$ cat config.mk
export PLATFORM = sky130hd
export DESIGN_NAME = trc_datapath
export DESIGN_NICKNAME = d
export VERILOG_FILES = /design/src/rtl/trc_pkg.sv /design/src/rtl/trc_alu.sv /design/src/rtl/trc_fault_inj.sv /design/src/rtl/trc_codec.sv /design/src/rtl/trc_ctrl.sv /design/src/rtl/trc_datapath.sv
export SDC_FILE = /design/constraint.sdc
export NUM_CORES = 1
export LEC_CHECK = 0
export BUFFER_PORTS_ARGS = -buffer_cell sky130_fd_sc_hd__buf_2
export CAP_MARGIN = 20
export CORE_ASPECT_RATIO = 2
export CORE_MARGIN = 10
export CORE_UTILIZATION = 62
export CTS_BUF_LIST = sky130_fd_sc_hd__clkbuf_8
export DETAILED_ROUTE_END_ITERATION = 12
export HOLD_SLACK_MARGIN = 0.02
export PLACE_DENSITY = 0.89
export SLEW_MARGIN = 10
export SYNTH_ARGS = -nofsm -noshare
export SYNTH_HDL_FRONTEND = slang
export SYNTH_HIERARCHICAL = 1
export SYNTH_SLANG_ARGS = --single-unit
$ cat constraint.sdc
create_clock -name clk -period 7.2 [get_ports clk]
set_input_delay 1.44 -clock clk [delete_from_list [all_inputs] [get_ports clk]]
set_output_delay 1.44 -clock clk [all_outputs]
set_load 0.01 [all_outputs]
$ cat src/rtl/trc_pkg.sv
package trc_pkg;
  localparam logic [2:0] OP_ADD = 3'd0;
  localparam logic [2:0] OP_SUB = 3'd1;
  localparam logic [2:0] OP_AND = 3'd2;
  localparam logic [2:0] OP_OR  = 3'd3;
  localparam logic [2:0] OP_XOR = 3'd4;

  typedef enum logic {
    PH_IDLE  = 1'b0,
    PH_CHECK = 1'b1
  } phase_t;
endpackage

$ cat src/rtl/trc_alu.sv
module trc_alu #(
  parameter int DW = 17
) (
  input  logic [DW-1:0] a,
  input  logic [DW-1:0] b,
  input  logic [2:0]    op,
  output logic [DW-1:0] y
);
  import trc_pkg::*;

  always_comb begin
    case (op)
      OP_ADD:  y = a + b;
      OP_SUB:  y = a - b;
      OP_AND:  y = a & b;
      OP_OR:   y = a | b;
      OP_XOR:  y = a ^ b;
      default: y = '0;
    endcase
  end
endmodule

$ cat src/rtl/trc_fault_inj.sv
module trc_fault_inj #(
  parameter int DW = 17,
  parameter int IW = 5
) (
  input  logic [DW-1:0] y_in,
  input  logic          en,
  input  logic [IW-1:0] sel,
  output logic [DW-1:0] y_out
);
  // one XOR per bit; an index beyond DW-1 hits nothing
  for (genvar i = 0; i < DW; i++) begin : g_bit
    assign y_out[i] = y_in[i] ^ (en && (sel == IW'(i)));
  end
endmodule

$ cat src/rtl/trc_codec.sv
module trc_codec #(
  parameter int W = 16
) (
  input  logic         enc,
  input  logic [W-1:0] raw_a,
  input  logic [W-1:0] raw_b,
  output logic [W:0]   op_a,
  output logic [W:0]   op_b,
  input  logic [W:0]   alu_y,
  output logic [W-1:0] norm_y
);
  // encoded pass: operands shifted up one place, result shifted back down
  always_comb begin
    if (enc) begin
      op_a   = {raw_a, 1'b0};
      op_b   = {raw_b, 1'b0};
      norm_y = alu_y[W:1];
    end else begin
      op_a   = {1'b0, raw_a};
      op_b   = {1'b0, raw_b};
      norm_y = alu_y[W-1:0];
    end
  end
endmodule

$ cat src/rtl/trc_ctrl.sv
module trc_ctrl (
  input  logic clk,
  input  logic rst,
  input  logic in_valid,
  output logic in_ready,
  output logic accept,
  output logic in_check
);
  import trc_pkg::*;

  phase_t phase_q;

  assign in_ready = (phase_q == PH_IDLE);
  assign accept   = in_valid && in_ready;
  assign in_check = (phase_q == PH_CHECK);

  always_ff @(posedge clk) begin
    if (rst) begin
      phase_q <= PH_IDLE;
    end else begin
      case (phase_q)
        PH_IDLE:  if (accept) phase_q <= PH_CHECK;
        default:  phase_q <= PH_IDLE;
      endcase
    end
  end
endmodule

$ cat src/rtl/trc_datapath.sv
module trc_datapath #(
  parameter int W   = 16,
  parameter int OPW = 3,
  parameter int FBW = 5
) (
  input  logic           clk,
  input  logic           rst,
  input  logic           in_valid,
  output logic           in_ready,
  input  logic [W-1:0]   in_a,
  input  logic [W-1:0]   in_b,
  input  logic [OPW-1:0] in_op,
  input  logic           flt_en,
  input  logic           flt_pass,
  input  logic [FBW-1:0] flt_bit,
  input  logic           err_clr,
  output logic           out_valid,
  output logic [W-1:0]   out_result,
  output logic           out_err,
  output logic           err_sticky
);
  localparam int DW = W + 1;

  logic           accept, in_check;
  logic [W-1:0]   a_q, b_q;
  logic [OPW-1:0] op_q;
  logic           fen_q, fpass_q;
  logic [FBW-1:0] fbit_q;
  logic [W-1:0]   first_q;

  logic [W-1:0]   src_a, src_b;
  logic [OPW-1:0] src_op;
  logic [DW-1:0]  alu_a, alu_b, alu_y, alu_yf;
  logic [W-1:0]   norm_y;
  logic           inj_en;
  logic [FBW-1:0] inj_bit;
  logic           mismatch;

  trc_ctrl u_ctrl (
    .clk      (clk),
    .rst      (rst),
    .in_valid (in_valid),
    .in_ready (in_ready),
    .accept   (accept),
    .in_check (in_check)
  );

  // pass 0 reads the ports, pass 1 the copies taken at acceptance
  assign src_a   = in_check ? a_q  : in_a;
  assign src_b   = in_check ? b_q  : in_b;
  assign src_op  = in_check ? op_q : in_op;
  assign inj_en  = in_check ? (fen_q && fpass_q) : (accept && flt_en && !flt_pass);
  assign inj_bit = in_check ? fbit_q : flt_bit;

  trc_codec #(.W(W)) u_codec (
    .enc    (in_check),
    .raw_a  (src_a),
    .raw_b  (src_b),
    .op_a   (alu_a),
    .op_b   (alu_b),
    .alu_y  (alu_yf),
    .norm_y (norm_y)
  );

  trc_alu #(.DW(DW)) u_alu (
    .a  (alu_a),
    .b  (alu_b),
    .op (src_op),
    .y  (alu_y)
  );

  trc_fault_inj #(.DW(DW), .IW(FBW)) u_inj (
    .y_in  (alu_y),
    .en    (inj_en),
    .sel   (inj_bit),
    .y_out (alu_yf)
  );

  assign mismatch = in_check && (norm_y != first_q);

  // capture operands, fault setup and first-pass result
  always_ff @(posedge clk) begin
    if (rst) begin
      a_q     <= '0;
      b_q     <= '0;
      op_q    <= '0;
      fen_q   <= 1'b0;
      fpass_q <= 1'b0;
      fbit_q  <= '0;
      first_q <= '0;
    end else if (accept) begin
      a_q     <= in_a;
      b_q     <= in_b;
      op_q    <= in_op;
      fen_q   <= flt_en;
      fpass_q <= flt_pass;
      fbit_q  <= flt_bit;
      first_q <= norm_y;
    end
  end

  // registered result stage
  always_ff @(posedge clk) begin
    if (rst) begin
      out_valid  <= 1'b0;
      out_result <= '0;
      out_err    <= 1'b0;
      err_sticky <= 1'b0;
    end else begin
      out_valid <= in_check;
      out_err   <= mismatch;
      if (in_check) out_result <= first_q;
      if (mismatch)     err_sticky <= 1'b1;
      else if (err_clr) err_sticky <= 1'b0;
    end
  end
endmodule

# Word level (Yosys, flattened, before mapping)
# Index checks and enable logic that the tools add are counted.
word_totals:
  ff_bits: 78
  inputBits: 46
  out_inout_bits: 20
op_classes:
  n_addsub: 2
  n_eq_ne: 21
  mux: 12
  n_bitwise: 21
  reduce_logical: 27
ops:
  columns: ["operator", "count"]
  rows:
  - ["$pmux 17 s5", 1]
  - ["$mux 16", 3]
  - ["$eq 5x4->1 const B", 8]
  - ["$mux 17", 2]
  - ["$logic_and 1x1->1", 22]
  - ["$eq 5x3->1 const B", 4]
  - ["$add 17x17->17", 1]
  - ["$and 17x17->17", 1]
  - ["$or 17x17->17", 1]
  - ["$sub 17x17->17", 1]
  - ["$xor 1x1->1", 17]
  - ["$xor 17x17->17", 1]
  - ["$ne 16x16->1", 1]
  - ["$eq 5x2->1 const B", 2]
  - ["$eq 3x2->1 const B", 2]
  - ["$eq 5x1->1 const B", 1]
  - ["$eq 5x5->1 const B", 1]
  - ["$logic_not 5->1", 1]
  - ["$mux 5", 1]
  - ["$mux 1", 4]
  - ["$eq 3x1->1 const B", 1]
  - ["$eq 3x3->1 const B", 1]
  - ["$logic_not 3->1", 1]
  - ["$mux 3", 1]
  - ["other kinds (4)", 4]

# Longest topological paths before layout
# Gate-level depths: netlist of the first run.
logic_depth:
  ltp_word: 11
  depth_mapped: 23

# Modules after synthesis
# The synthesis of the first run kept the hierarchy.
modules_own_cells:
  columns: ["module", "n_inst", "cells_per_inst", "area_each_um2", "seq_area_each_um2"]
  rows:
  - ["trc_datapath", 1, 317, 3375.7, 1541.5]
  - ["trc_alu", 1, 298, 2073.2, 0.0]
  - ["trc_codec", 1, 56, 818.3, 0.0]
  - ["trc_fault_inj", 1, 43, 319.1, 0.0]
  - ["trc_ctrl", 1, 4, 42.5, 20.0]

# Worst setup path before layout of the first run
# Ideal clock, no wire load.
synth_timing:
  path_kind: "input-to-reg"
  start: "input in_b[4]"
  end: "register err_sticky"
  arrival_time_ns: 5.310
  required_time_ns: 7.078
  setup_slack_ns: 1.768
  cell_stages: 20
  n_path_buf: 0
  path_cell_list: "mux2_2 -> mux2_4 -> nor3_1 -> nand3_1 -> or3_1 -> o31ai_1 -> xnor2_1 -> ha_1 -> and3_1 -> nand2_1 -> o21ai_0 -> a41oi_2 -> xor2_1 -> o221ai_1 -> xor2_1 -> mux2_4 -> xnor2_1 -> nand4_1 -> nor4_2 -> o21ai_1"
synth_between:
  elab_chain_len: 9
  word_cells_on_any_way: 26
  classes_between: "2 x add/sub; 1 x eq/ne; 5 x mux; 16 x bitwise; 2 x reduce/logical"
synth_lines:
  columns: ["item", "line_no", "text"]
  rows:
  - ["from (decl)", "trc_datapath.sv:11", "input logic [W-1:0] in_b,"]
  - ["$mux 16 *", "trc_datapath.sv:50", "assign src_b = in_check ? b_q : in_b;"]
  - ["$mux 17 *", "trc_codec.sv:14", "if (enc) begin"]
  - ["net alu_b[4]", "trc_datapath.sv:33", "logic [DW-1:0] alu_a, alu_b, alu_y, alu_yf;"]
  - ["$sub 17x17->17 / $add 17x17->17 (equally long branches)", "trc_alu.sv:14, trc_alu.sv:13", null]
  - ["$pmux 17 s5 *", "trc_alu.sv:12", "case (op)"]
  - ["net alu_y[15]", "trc_datapath.sv:33", null]
  - ["$xor 1x1->1 *", "trc_fault_inj.sv:12", "assign y_out[i] = y_in[i] ^ (en && (sel == IW'(i)));"]
  - ["net alu_yf[15]", "trc_datapath.sv:33", null]
  - ["$mux 16 *", "trc_codec.sv:14", null]
  - ["net norm_y[14]", "trc_datapath.sv:34", "logic [W-1:0] norm_y;"]
  - ["$ne 16x16->1 *", "trc_datapath.sv:79", "assign mismatch = in_check && (norm_y != first_q);"]
  - ["$logic_and 1x1->1 *", "trc_datapath.sv:79", null]
  - ["$mux 1 / $reduce_bool 2->1 (equally long branches)", null, null]
  - ["to (signal assigned)", "trc_datapath.sv:108", "err_sticky <= 1'b0;"]
  - ["to (signal assigned)", "trc_datapath.sv:113", "if (mismatch) err_sticky <= 1'b1;"]
  - ["to (signal assigned)", "trc_datapath.sv:114", "else if (err_clr) err_sticky <= 1'b0;"]
  - ["to (decl)", "trc_datapath.sv:20", "output logic err_sticky"]
# The timed path passes the listed nets; every way through them passes the cells marked *.
# A chain may end at the register's enable or synchronous reset.

# Final worst setup path of the first run
layout_timing:
  start: "register u_ctrl.phase_q (netlist: u_ctrl/in_check)"
  end: "register out_err"
layout_between:
  word_cells_on_any_way: 76
  classes_between: "2 x add/sub; 21 x eq/ne; 9 x mux; 21 x bitwise; 23 x reduce/logical"
layout_rtl:
  columns: ["item", "line_no", "text"]
  rows:
  - ["from (decl)", "trc_ctrl.sv:11", "phase_t phase_q;"]
  - ["from (signal assigned)", "trc_ctrl.sv:19", "phase_q <= PH_IDLE;"]
  - ["from (signal assigned)", "trc_ctrl.sv:22", "PH_IDLE: if (accept) phase_q <= PH_CHECK;"]
  - ["from (signal assigned)", "trc_ctrl.sv:23", "default: phase_q <= PH_IDLE;"]
  - ["$mux 16 *", "trc_datapath.sv:50", null]
  - ["net src_b[7]", "trc_datapath.sv:31", "logic [W-1:0] src_a, src_b;"]
  - ["$mux 17 *", "trc_codec.sv:14", null]
  - ["net alu_b[7]", "trc_datapath.sv:33", null]
  - ["$sub 17x17->17 / $add 17x17->17 (equally long branches)", "trc_alu.sv:14, trc_alu.sv:13", null]
  - ["$pmux 17 s5 *", "trc_alu.sv:12", null]
  - ["net alu_y[15]", "trc_datapath.sv:33", null]
  - ["$xor 1x1->1 *", "trc_fault_inj.sv:12", null]
  - ["net alu_yf[15]", "trc_datapath.sv:33", null]
  - ["$mux 16 *", "trc_codec.sv:14", null]
  - ["net norm_y[14]", "trc_datapath.sv:34", null]
  - ["$ne 16x16->1 *", "trc_datapath.sv:79", null]
  - ["$logic_and 1x1->1 *", "trc_datapath.sv:79", null]
  - ["to (signal assigned)", "trc_datapath.sv:111", "out_err <= mismatch;"]
  - ["to (decl)", "trc_datapath.sv:19", "output logic out_err,"]
# Marks and branches as above.

==> results.cfg, run 1 <==
[outcome]
status = finished clean

[sta]
max_freq_mhz = 163.8
fin_crit_sh = 0.8480
hold_viol = 0
setup-tns-final_ps = 0
hold-worst-slack_ps = 498.5
finClkSkew_ps = 10.67
setup_slack_ps = 1095
finalSetupViolations = 0
slew_headroom = 0.3208
tightest_pin_transition_ps = 1019
rsz0062_at_grt = false
slew_violations = 0
clock_period_minus_worst_slack_ps = 6105

[clock_tree]
clkSinkCount = 78
tritoncts = built
clock_latency_ps = 370
post_cts_buffers = 0
worst_setup_hold_path_clk_slew_ps = 90
hold_buffers = 0
cts_repair_resize_count = 0
cts_buffers = 9
htree_levels = 3
cts_max_path_bufs = 2
root_buffer = sky130_fd_sc_hd__clkbuf_8

[route]
route.vias.total = 5449
detailedRoute.firstPassIterationCount = 5
average_vias_per_placed_instance = 6.041
drt_wl_total_um = 18840
antenna_violating_nets_post_route = 0
drtIter0Drc = 294
drcViolationCount = 0
wl_per_cell_um = 20.89

[finish]
most_used_cells_in_the_layout_excluding_fill_and_tap_cells = sky130_fd_sc_hd__nor2_1, sky130_fd_sc_hd__dfxtp_1, sky130_fd_sc_hd__mux2i_1
drive_gt1_frac = 0.2418
diodes = 0
syn2layout_area_growth_pct = 7.210
fin_util = 0.6783
design.final.nets = 858
final_common_cell = sky130_fd_sc_hd__nor2_1

[synthesis]
synth_sequential_area_ratio = 0.2356
async_reset_ff_frac = 0
synth-edff-count = 0
yosysUniqueCellTypes = 60
dominantRegCellSynth = sky130_fd_sc_hd__dfxtp_1
synth-warning-count = 6
syn_nets = 816
syn-cell-area_mm2 = 0.006629
syn_area_per_cell_um2 = 9.232
syn_inst = 718
ys_ff_latch = 78

[die]
io_pins = 66
die_h_um = 166.2
core.rowCount = 53
core_area_mm2 = 0.01048
die_area_mm2 = 0.01548
die_width_um = 93.12
initial_core_util = 0.6327

[critical_path]
crit_type = register to register
path_max_fanout = 62
start_kind = register
endpoint_kind = register
cp.required_ps = 7450
timing.critical_path.arrival_ps = 6360

[global_routing]
grt_max_degree = 78
grt-ovfl-total = 0
antenna_found_initial = 0
vias_in_the_first_global_route = 5938
grt_pass1_wl_um = 30020
grt.total_usage = 0.2462

[place]
post-dp-hpwl_um = 14600
globalplace.congestion = 1.030
io_buffers = 65
pre_cts_slack_ps = 865.3

[run]
timing.max_cap.violations = 0

[power_and_ir_drop]
power.leakage_nw = 3.176
power.ir.vdd_worst_mv = 0.1453
power_density_mw_per_mm2 = 220.3

[worst_hold_path]
hold_path.class = register to register
through the flow:
step	instances	area, um2	power, mW
after detailed placement	886	6887	1.181
after global routing	902	7107	1.648
after floorplan	718	6629	1.017
after CTS	902	7107	1.563
final	902	7107	1.566
after global placement	886	6887	1.164
report_power, final:
group	switching, mW	internal (mW)	total, mW
Sequential	0.0292	0.461	0.490
Clock	0.181	0.196	0.377
Combinational	0.385	0.314	0.699
cell usage after synthesis (all sizes together), types with 3 or more instances:
cell type | count | area, um2
ha | 51 | 638.1
and3 | 3 | 18.77
nand4 | 5 | 31.28
xnor2 | 52 | 455.4
nand3 | 10 | 55.05
a211oi | 8 | 60.06
o21ai | 24 | 120.1
nand2 | 31 | 116.4
dfxtp | 78 | 1562
or2 | 3 | 18.77
nor2b | 6 | 37.54
mux2i | 75 | 750.7
buf | 24 | 231.5
inv | 38 | 142.6
nor3 | 5 | 35.03
mux2 | 86 | 1141
a31oi | 7 | 43.79
o31ai | 4 | 30.03
a21oi | 28 | 140.1
xor2 | 8 | 70.07
o221ai | 4 | 35.03
nand2b | 6 | 37.54
a41oi | 3 | 33.79
clkbuf | 15 | 56.30
nor2 | 106 | 397.9
o21a | 5 | 37.54
and2 | 3 | 18.77
a21o | 3 | 22.52
logic make-up after synthesis:
family	synth area share
buffers and inverters	0.06493
adders and majority gates	0.09928
and+or+nand+nor	0.1342
muxes	0.2854
xor gates and xnor gates	0.07928
DFF	0.2356
AOI/OAI and AO/OA	0.1014
layer usage:
layer / global-route usage / up-vias / wire length [um]
met5: 0 / - / 0
met4: 0.2004 / 0 / 1626
met3: 0.03893 / 95 / 622
met2: 0.4741 / 176 / 10620
met1: 0.2066 / 2594 / 5973
li1: - / 2584 / -
registers in the layout, indices dropped and copies added (netlist names), 3 cells and up:
signal      flops
b_q            16
out_result     16
first_q        16
op_q            3
a_q            16
fbit_q          5
area by class of cell:
| type | instances | area (um2) |
|---|---|---|
| Multi-Input combinational cell | 563 | 4644 |
| Timing Repair Buffer | 70 | 362.8 |
| Tap cell | 137 | 171.4 |
| Fill cell | 863 | 3371 |
| Clock inverter | 7 | 96.34 |
| Clock buffer | 9 | 123.9 |
| Sequential cell | 78 | 1565 |
| Inverter | 38 | 142.6 |
path summary, 6_finish.rpt:
check / startpoint / end / slack [ps] / cells past startpoint
setup / recovery: u_ctrl/in_check / out_err / 1090 / 20
hold / removal: b_q[13] / b_q[13] / 500 / 2
setup reg to reg: u_ctrl/in_check / out_err / 1090 / 20
hold reg to reg: b_q[13] / b_q[13] / 500 / 2
worst max-delay path: stages, from the launching register on:
cell	delay (ps)
sky130_fd_sc_hd__dfxtp_4	940
sky130_fd_sc_hd__mux2_2	460
sky130_fd_sc_hd__mux2_4	320
sky130_fd_sc_hd__nor3_2	310
sky130_fd_sc_hd__nand3_1	270
sky130_fd_sc_hd__or3_1	410
sky130_fd_sc_hd__o31ai_1	300
sky130_fd_sc_hd__xnor2_1	150
sky130_fd_sc_hd__ha_1	410
sky130_fd_sc_hd__and3_1	280
sky130_fd_sc_hd__nand2_1	70
sky130_fd_sc_hd__o21ai_0	210
sky130_fd_sc_hd__a41oi_2	60
sky130_fd_sc_hd__xor2_1	210
sky130_fd_sc_hd__o221ai_1	160
sky130_fd_sc_hd__xor2_1	210
sky130_fd_sc_hd__mux2_4	280
sky130_fd_sc_hd__xnor2_1	200
sky130_fd_sc_hd__nand4_1	150
sky130_fd_sc_hd__nor4_2	390
sky130_fd_sc_hd__nor2_1	100
No activity file was read; power rests on OpenSTA's default activity.
==> run 2, diff against run 1 <==
==> constraint.sdc (replaced) <==
create_clock -name clk -period 5.7 [get_ports clk]
set_input_delay 1.14 -clock clk [delete_from_list [all_inputs] [get_ports clk]]
set_output_delay 1.14 -clock clk [all_outputs]
set_load 0.01 [all_outputs]
==> run 2 against run 1 <==
  * Total power rose by 22%
  * Clock skew increased by 3.7 ps
  * Critical path depth grew 1
  * Largest power group unchanged
  * Sequential share of layout area down 0.17 points
  * Setup slack got worse by 710 ps
  * Via count down 0.73%
  * Worst hold slack worse by 5.3 ps
  * Sequential cell count unchanged
  * Final cell count is 1.3% higher
  * Die area is the same
  * Critical path type unchanged
==> results.cfg, run 2 (synthesis gave the netlist of run 1 again) <==
[clock_tree]
clkSinkCount = 78
clock_latency_ps = 360
post_cts_buffers = 0
tritoncts = built
htree_levels = 3
cts_repair_resize_count = 0
root_buffer = sky130_fd_sc_hd__clkbuf_8
hold_buffers = 0
cts_max_path_bufs = 2
cts_buffers = 9
worst_setup_hold_path_clk_slew_ps = 90

[finish]
syn2layout_area_growth_pct = 8.041
final_common_cell = sky130_fd_sc_hd__nor2_1
most_used_cells_in_the_layout_excluding_fill_and_tap_cells = sky130_fd_sc_hd__nor2_1, sky130_fd_sc_hd__dfxtp_1, sky130_fd_sc_hd__mux2i_1
design.final.nets = 870
fin_cells = 914
fillerInstances = 875
post_route_cell_area_mm2 = 0.007162
drive_gt1_frac = 0.2548
diodes = 0

[sta]
slew_headroom = 0.3563
max_freq_mhz = 188.0
clock_period_minus_worst_slack_ps = 5320
setup_slack_ps = 379.8
finClkSkew_ps = 14.33
tightest_pin_transition_ps = 965.5
hold-worst-slack_ps = 493.2
finalSetupViolations = 0
rsz0062_at_grt = false
slew_violations = 0
setup-tns-final_ps = 0
hold_viol = 0
fin_crit_sh = 0.9334

[critical_path]
cp.required_ps = 5940
endpoint_kind = register
path_max_fanout = 30
crit_type = register to register
timing.critical_path.arrival_ps = 5560
start_kind = register

[global_routing]
grt_max_degree = 77
gr-usage-met3 = 0.03486
global_route_met1_usage = 0.1874
grt.total_usage = 0.2266
grt-ovfl-total = 0
grt-busiest-layer = met2
grt_util_met2 = 0.4471
vias_in_the_first_global_route = 5742
grt_pass1_wl_um = 28020
antenna_found_initial = 0

[die]
die_area_mm2 = 0.01548
core.rowCount = 53
die_h_um = 166.2
die_width_um = 93.12
core_area_mm2 = 0.01048
io_pins = 66
initial_core_util = 0.6327

[route]
route.vias.total = 5409
drtIter0Drc = 256
drcViolationCount = 0
antenna_violating_nets_post_route = 0
average_vias_per_placed_instance = 5.918
detailedRoute.firstPassIterationCount = 5
wl_per_cell_um = 19.38
drt_wl_total_um = 17710

[power_and_ir_drop]
power_density_mw_per_mm2 = 267.1
power.ir.vdd_worst_mv = 0.1756
power.leakage_nw = 3.221

[place]
pre_cts_slack_ps = 76.68
post-dp-hpwl_um = 14140
placedInstanceArea_mm2 = 0.006977
io_buffers = 65
globalplace.congestion = 0.9554
place_inst = 898

[run]
timing.max_cap.violations = 0

[outcome]
status = finished clean

[worst_hold_path]
hold_path.class = register to register
==> run 2: final cells by class <==
| cell class | count | area (um2) | share of cell area |
|---|---|---|---|
| Multi-Input combinational cell | 563 | 4644 | 0.6485 |
| Sequential cell | 78 | 1565 | 0.2186 |
| Clock inverter | 7 | 61.31 | 0.008560 |
| Inverter | 38 | 142.6 | 0.01992 |
| Tap cell | 137 | 171.4 | 0.02393 |
| Timing Repair Buffer | 82 | 452.9 | 0.06324 |
| Clock buffer | 9 | 123.9 | 0.01730 |
==> run 2: where the power goes <==
part | total, mW | internal, mW | switching (mW)
Sequential | 0.612 | 0.582 | 0.0305
Clock | 0.408 | 0.168 | 0.240
Combinational | 0.893 | 0.408 | 0.485
==> run 2: worst paths after layout <==
| check | start | endpoint | slack [ps] | cells after the start |
|---|---|---|---|---|
| max | u_ctrl/in_check | err_sticky | 380 | 21 |
| max reg2reg | u_ctrl/in_check | err_sticky | 380 | 21 |
| min reg2reg | out_result[10] | out_result[10] | 490 | 2 |
| min | out_result[10] | out_result[10] | 490 | 2 |
==> run 2: through the flow <==
stage                       util  total power [mW]
after floorplan                -             1.285
after global placement    0.6659             1.472
after detailed placement  0.6659             1.501
after CTS                 0.6835             1.909
after global routing      0.6835             2.014
final                     0.6835             1.913
==> run 2: routing by layer <==
metal  part of all wire  vias up  wire (um)
li1                   -     2595          -
met3              0.031       70        554
met4              0.080        0       1420
met1               0.32     2581       5679
met5                  0        -          0
met2               0.57      163      10060
==> run 2: critical path: stages (launching register included) <==
cell and delay [ps]:
sky130_fd_sc_hd__dfxtp_4 640, sky130_fd_sc_hd__buf_4 370, sky130_fd_sc_hd__mux2_2 390, sky130_fd_sc_hd__mux2_4 330, sky130_fd_sc_hd__or2_0 230, sky130_fd_sc_hd__or3_4 350, sky130_fd_sc_hd__a21oi_1 190, sky130_fd_sc_hd__xnor2_1 140
sky130_fd_sc_hd__ha_1 330, sky130_fd_sc_hd__a21oi_1 310, sky130_fd_sc_hd__o21ai_0 130, sky130_fd_sc_hd__a31oi_1 150, sky130_fd_sc_hd__o21ai_0 100, sky130_fd_sc_hd__buf_4 160, sky130_fd_sc_hd__xnor2_1 120, sky130_fd_sc_hd__o21ai_1 170
sky130_fd_sc_hd__xnor2_1 100, sky130_fd_sc_hd__mux2_4 270, sky130_fd_sc_hd__xnor2_1 210, sky130_fd_sc_hd__nand4_1 180, sky130_fd_sc_hd__nor4_2 220, sky130_fd_sc_hd__o21ai_1 90
==> run 3, diff against run 2 <==
--- a/config.mk
+++ b/config.mk
@@ -13,6 +13,7 @@
 export CTS_BUF_LIST = sky130_fd_sc_hd__clkbuf_8
 export DETAILED_ROUTE_END_ITERATION = 12
 export HOLD_SLACK_MARGIN = 0.02
+export MAX_ROUTING_LAYER = met4
 export PLACE_DENSITY = 0.89
 export SLEW_MARGIN = 10
 export SYNTH_ARGS = -nofsm -noshare
==> run 3 against run 2 <==
  * Maximum frequency shrank 0.40%
  * Global-route usage increased by 1.5 points
  * Combinational power increased by 2%
  * Non-clock buffer count up 4
  * Sequential power about the same
  * Clock skew fell by 1.4 ps
  * Largest power group unchanged
==> results.cfg, run 3 (synthesis gave the netlist of run 1 again) <==
[clock_tree]
clock_latency_ps = 370
worst_setup_hold_path_clk_slew_ps = 90
tritoncts = built
clkSinkCount = 78
cts_max_path_bufs = 2
root_buffer = sky130_fd_sc_hd__clkbuf_8
htree_levels = 3
cts_buffers = 9

[finish]
diodes = 0
seq_area_mm2 = 0.001565
post_route_cell_area_mm2 = 0.007197
most_used_cells_in_the_layout_excluding_fill_and_tap_cells = sky130_fd_sc_hd__nor2_1, sky130_fd_sc_hd__dfxtp_1, sky130_fd_sc_hd__mux2i_1
drive_gt1_frac = 0.2599
design.final.nets = 874
syn2layout_area_growth_pct = 8.569
multi_input_area_mm2 = 0.004649
fin_cells = 918
final_common_cell = sky130_fd_sc_hd__nor2_1
fillerInstances = 886

[route]
wl_per_cell_um = 19.89
drcViolationCount = 0
average_vias_per_placed_instance = 5.905
drt_wl_total_um = 18260
route.vias.total = 5421
antenna_violating_nets_post_route = 0
drtIter0Drc = 215
detailedRoute.firstPassIterationCount = 5

[power_and_ir_drop]
power.ir.vdd_worst_mv = 0.1509
p_total_mw = 1.937
power.leakage_nw = 3.242
power_density_mw_per_mm2 = 269.2

[global_routing]
grt_pass1_wl_um = 28950
grt.total_usage = 0.2419
grt-ovfl-total = 0
vias_in_the_first_global_route = 5793
grt_max_degree = 78
antenna_found_initial = 0

[critical_path]
cp.required_ps = 5950
critical_path.max_stage_delay_ps = 430
path_max_fanout = 8
slowest_stage = sky130_fd_sc_hd__nor2b_1
crit_top_cell = sky130_fd_sc_hd__xnor2_1
endpoint_kind = register
start_kind = input pin
worstPathCellList = buf_2, mux2_2, buf_4, or2_2, nor2_1, nor2_1, xnor2_1, ha_1, nor2b_1, o31a_1, o2111ai_1, a41oi_1, xnor2_1, o21ai_1, xnor2_1, mux2_4, xnor2_1, nand4_1, nor4_2, o21ai_1
timing.critical_path.arrival_ps = 5590
crit_type = input pin to register

[sta]
hold_viol = 0
finClkSkew_ps = 12.89
slew_violations = 0
tightest_pin_transition_ps = 1012
finalSetupViolations = 0
clock_period_minus_worst_slack_ps = 5342
hold-worst-slack_ps = 498.5
slew_headroom = 0.3256
setup-tns-final_ps = 0
max_freq_mhz = 187.2
rsz0062_at_grt = false
fin_crit_sh = 0.9371

[die]
core.rowCount = 53
initial_core_util = 0.6327
die_width_um = 93.12
die_h_um = 166.2
core_area_mm2 = 0.01048
io_pins = 66
die_area_mm2 = 0.01548

[run]
timing.max_cap.violations = 0

[place]
placedInstanceArea_mm2 = 0.007007
place_inst = 902
post-dp-hpwl_um = 14490
io_buffers = 65
globalplace.congestion = 1.026

[worst_hold_path]
hold_path.class = register to register

[outcome]
status = finished clean
-- run 3: cell count changes in the layout (fill, tap and decap cells not counted) --
cell,previous run,this run
sky130_fd_sc_hd__buf_4,17,21
sky130_fd_sc_hd__nor3_2,2,3
sky130_fd_sc_hd__nor3_1,3,2
-- run 3: final timing paths --
kind | from | end | slack (ps) | cells after the start
hold / removal | b_q[9] | b_q[9] | 500 | 2
hold reg to reg | b_q[9] | b_q[9] | 500 | 2
setup / recovery | in_op[2] | err_sticky | 360 | 20
setup reg to reg | u_ctrl/in_check | err_sticky | 450 | 21
-- run 3: worst max-delay path: cells and delay by family --
family | cells | cell delay [ps]
xor gates and xnor gates | 4 | 660
muxes | 2 | 600
adders and majority gates | 1 | 390
AOI/OAI and AO/OA | 5 | 1100
and+or+nand+nor | 6 | 1400
buffers and inverters | 2 | 300
-- run 3: cell type report --
cell class	count	area share
Clock buffer	9	0.01721
Clock inverter	7	0.008519
Inverter	38	0.01982
Multi-Input combinational cell	563	0.6460
Sequential cell	78	0.2175
Tap cell	137	0.02382
Timing Repair Buffer	86	0.06711
-- run 3: report_power, final --
part           internal (mW)  switching, mW
combinational          0.415          0.498
sequential             0.582         0.0302
clock                  0.168          0.244
total                   1.17          0.771
-- run 3: routing by layer --
layer / wire length (um) / part of all wire / track usage / up-vias
met5: 0 / 0 / - / -
met3: 570 / 0.031 / 0.03078 / 69
li1: - / - / - / 2609
met4: 1260 / 0.069 / 0.1667 / 0
met1: 5770 / 0.32 / 0.1952 / 2577
met2: 10660 / 0.58 / 0.4723 / 166
-- run 3: repair_timing --
action / in CTS / in global routing
setup endpoints to repair: 0 / 1
hold buffers: 0 / 0
buffers inserted: 0 / 0
resized for setup: 0 / 1
endpoints found under the hold margin: 0 / 0
-- run 3: through the flow --
| stage | util | setup slack, ps |
|---|---|---|
| floorplan | - | 567.7 |
| global placement | 0.6687 | 141.5 |
| detailed placement | 0.6687 | 28.85 |
| CTS | 0.6864 | 399.5 |
| global route | 0.6869 | 71.03 |
| finish | 0.6869 | 358.3 |
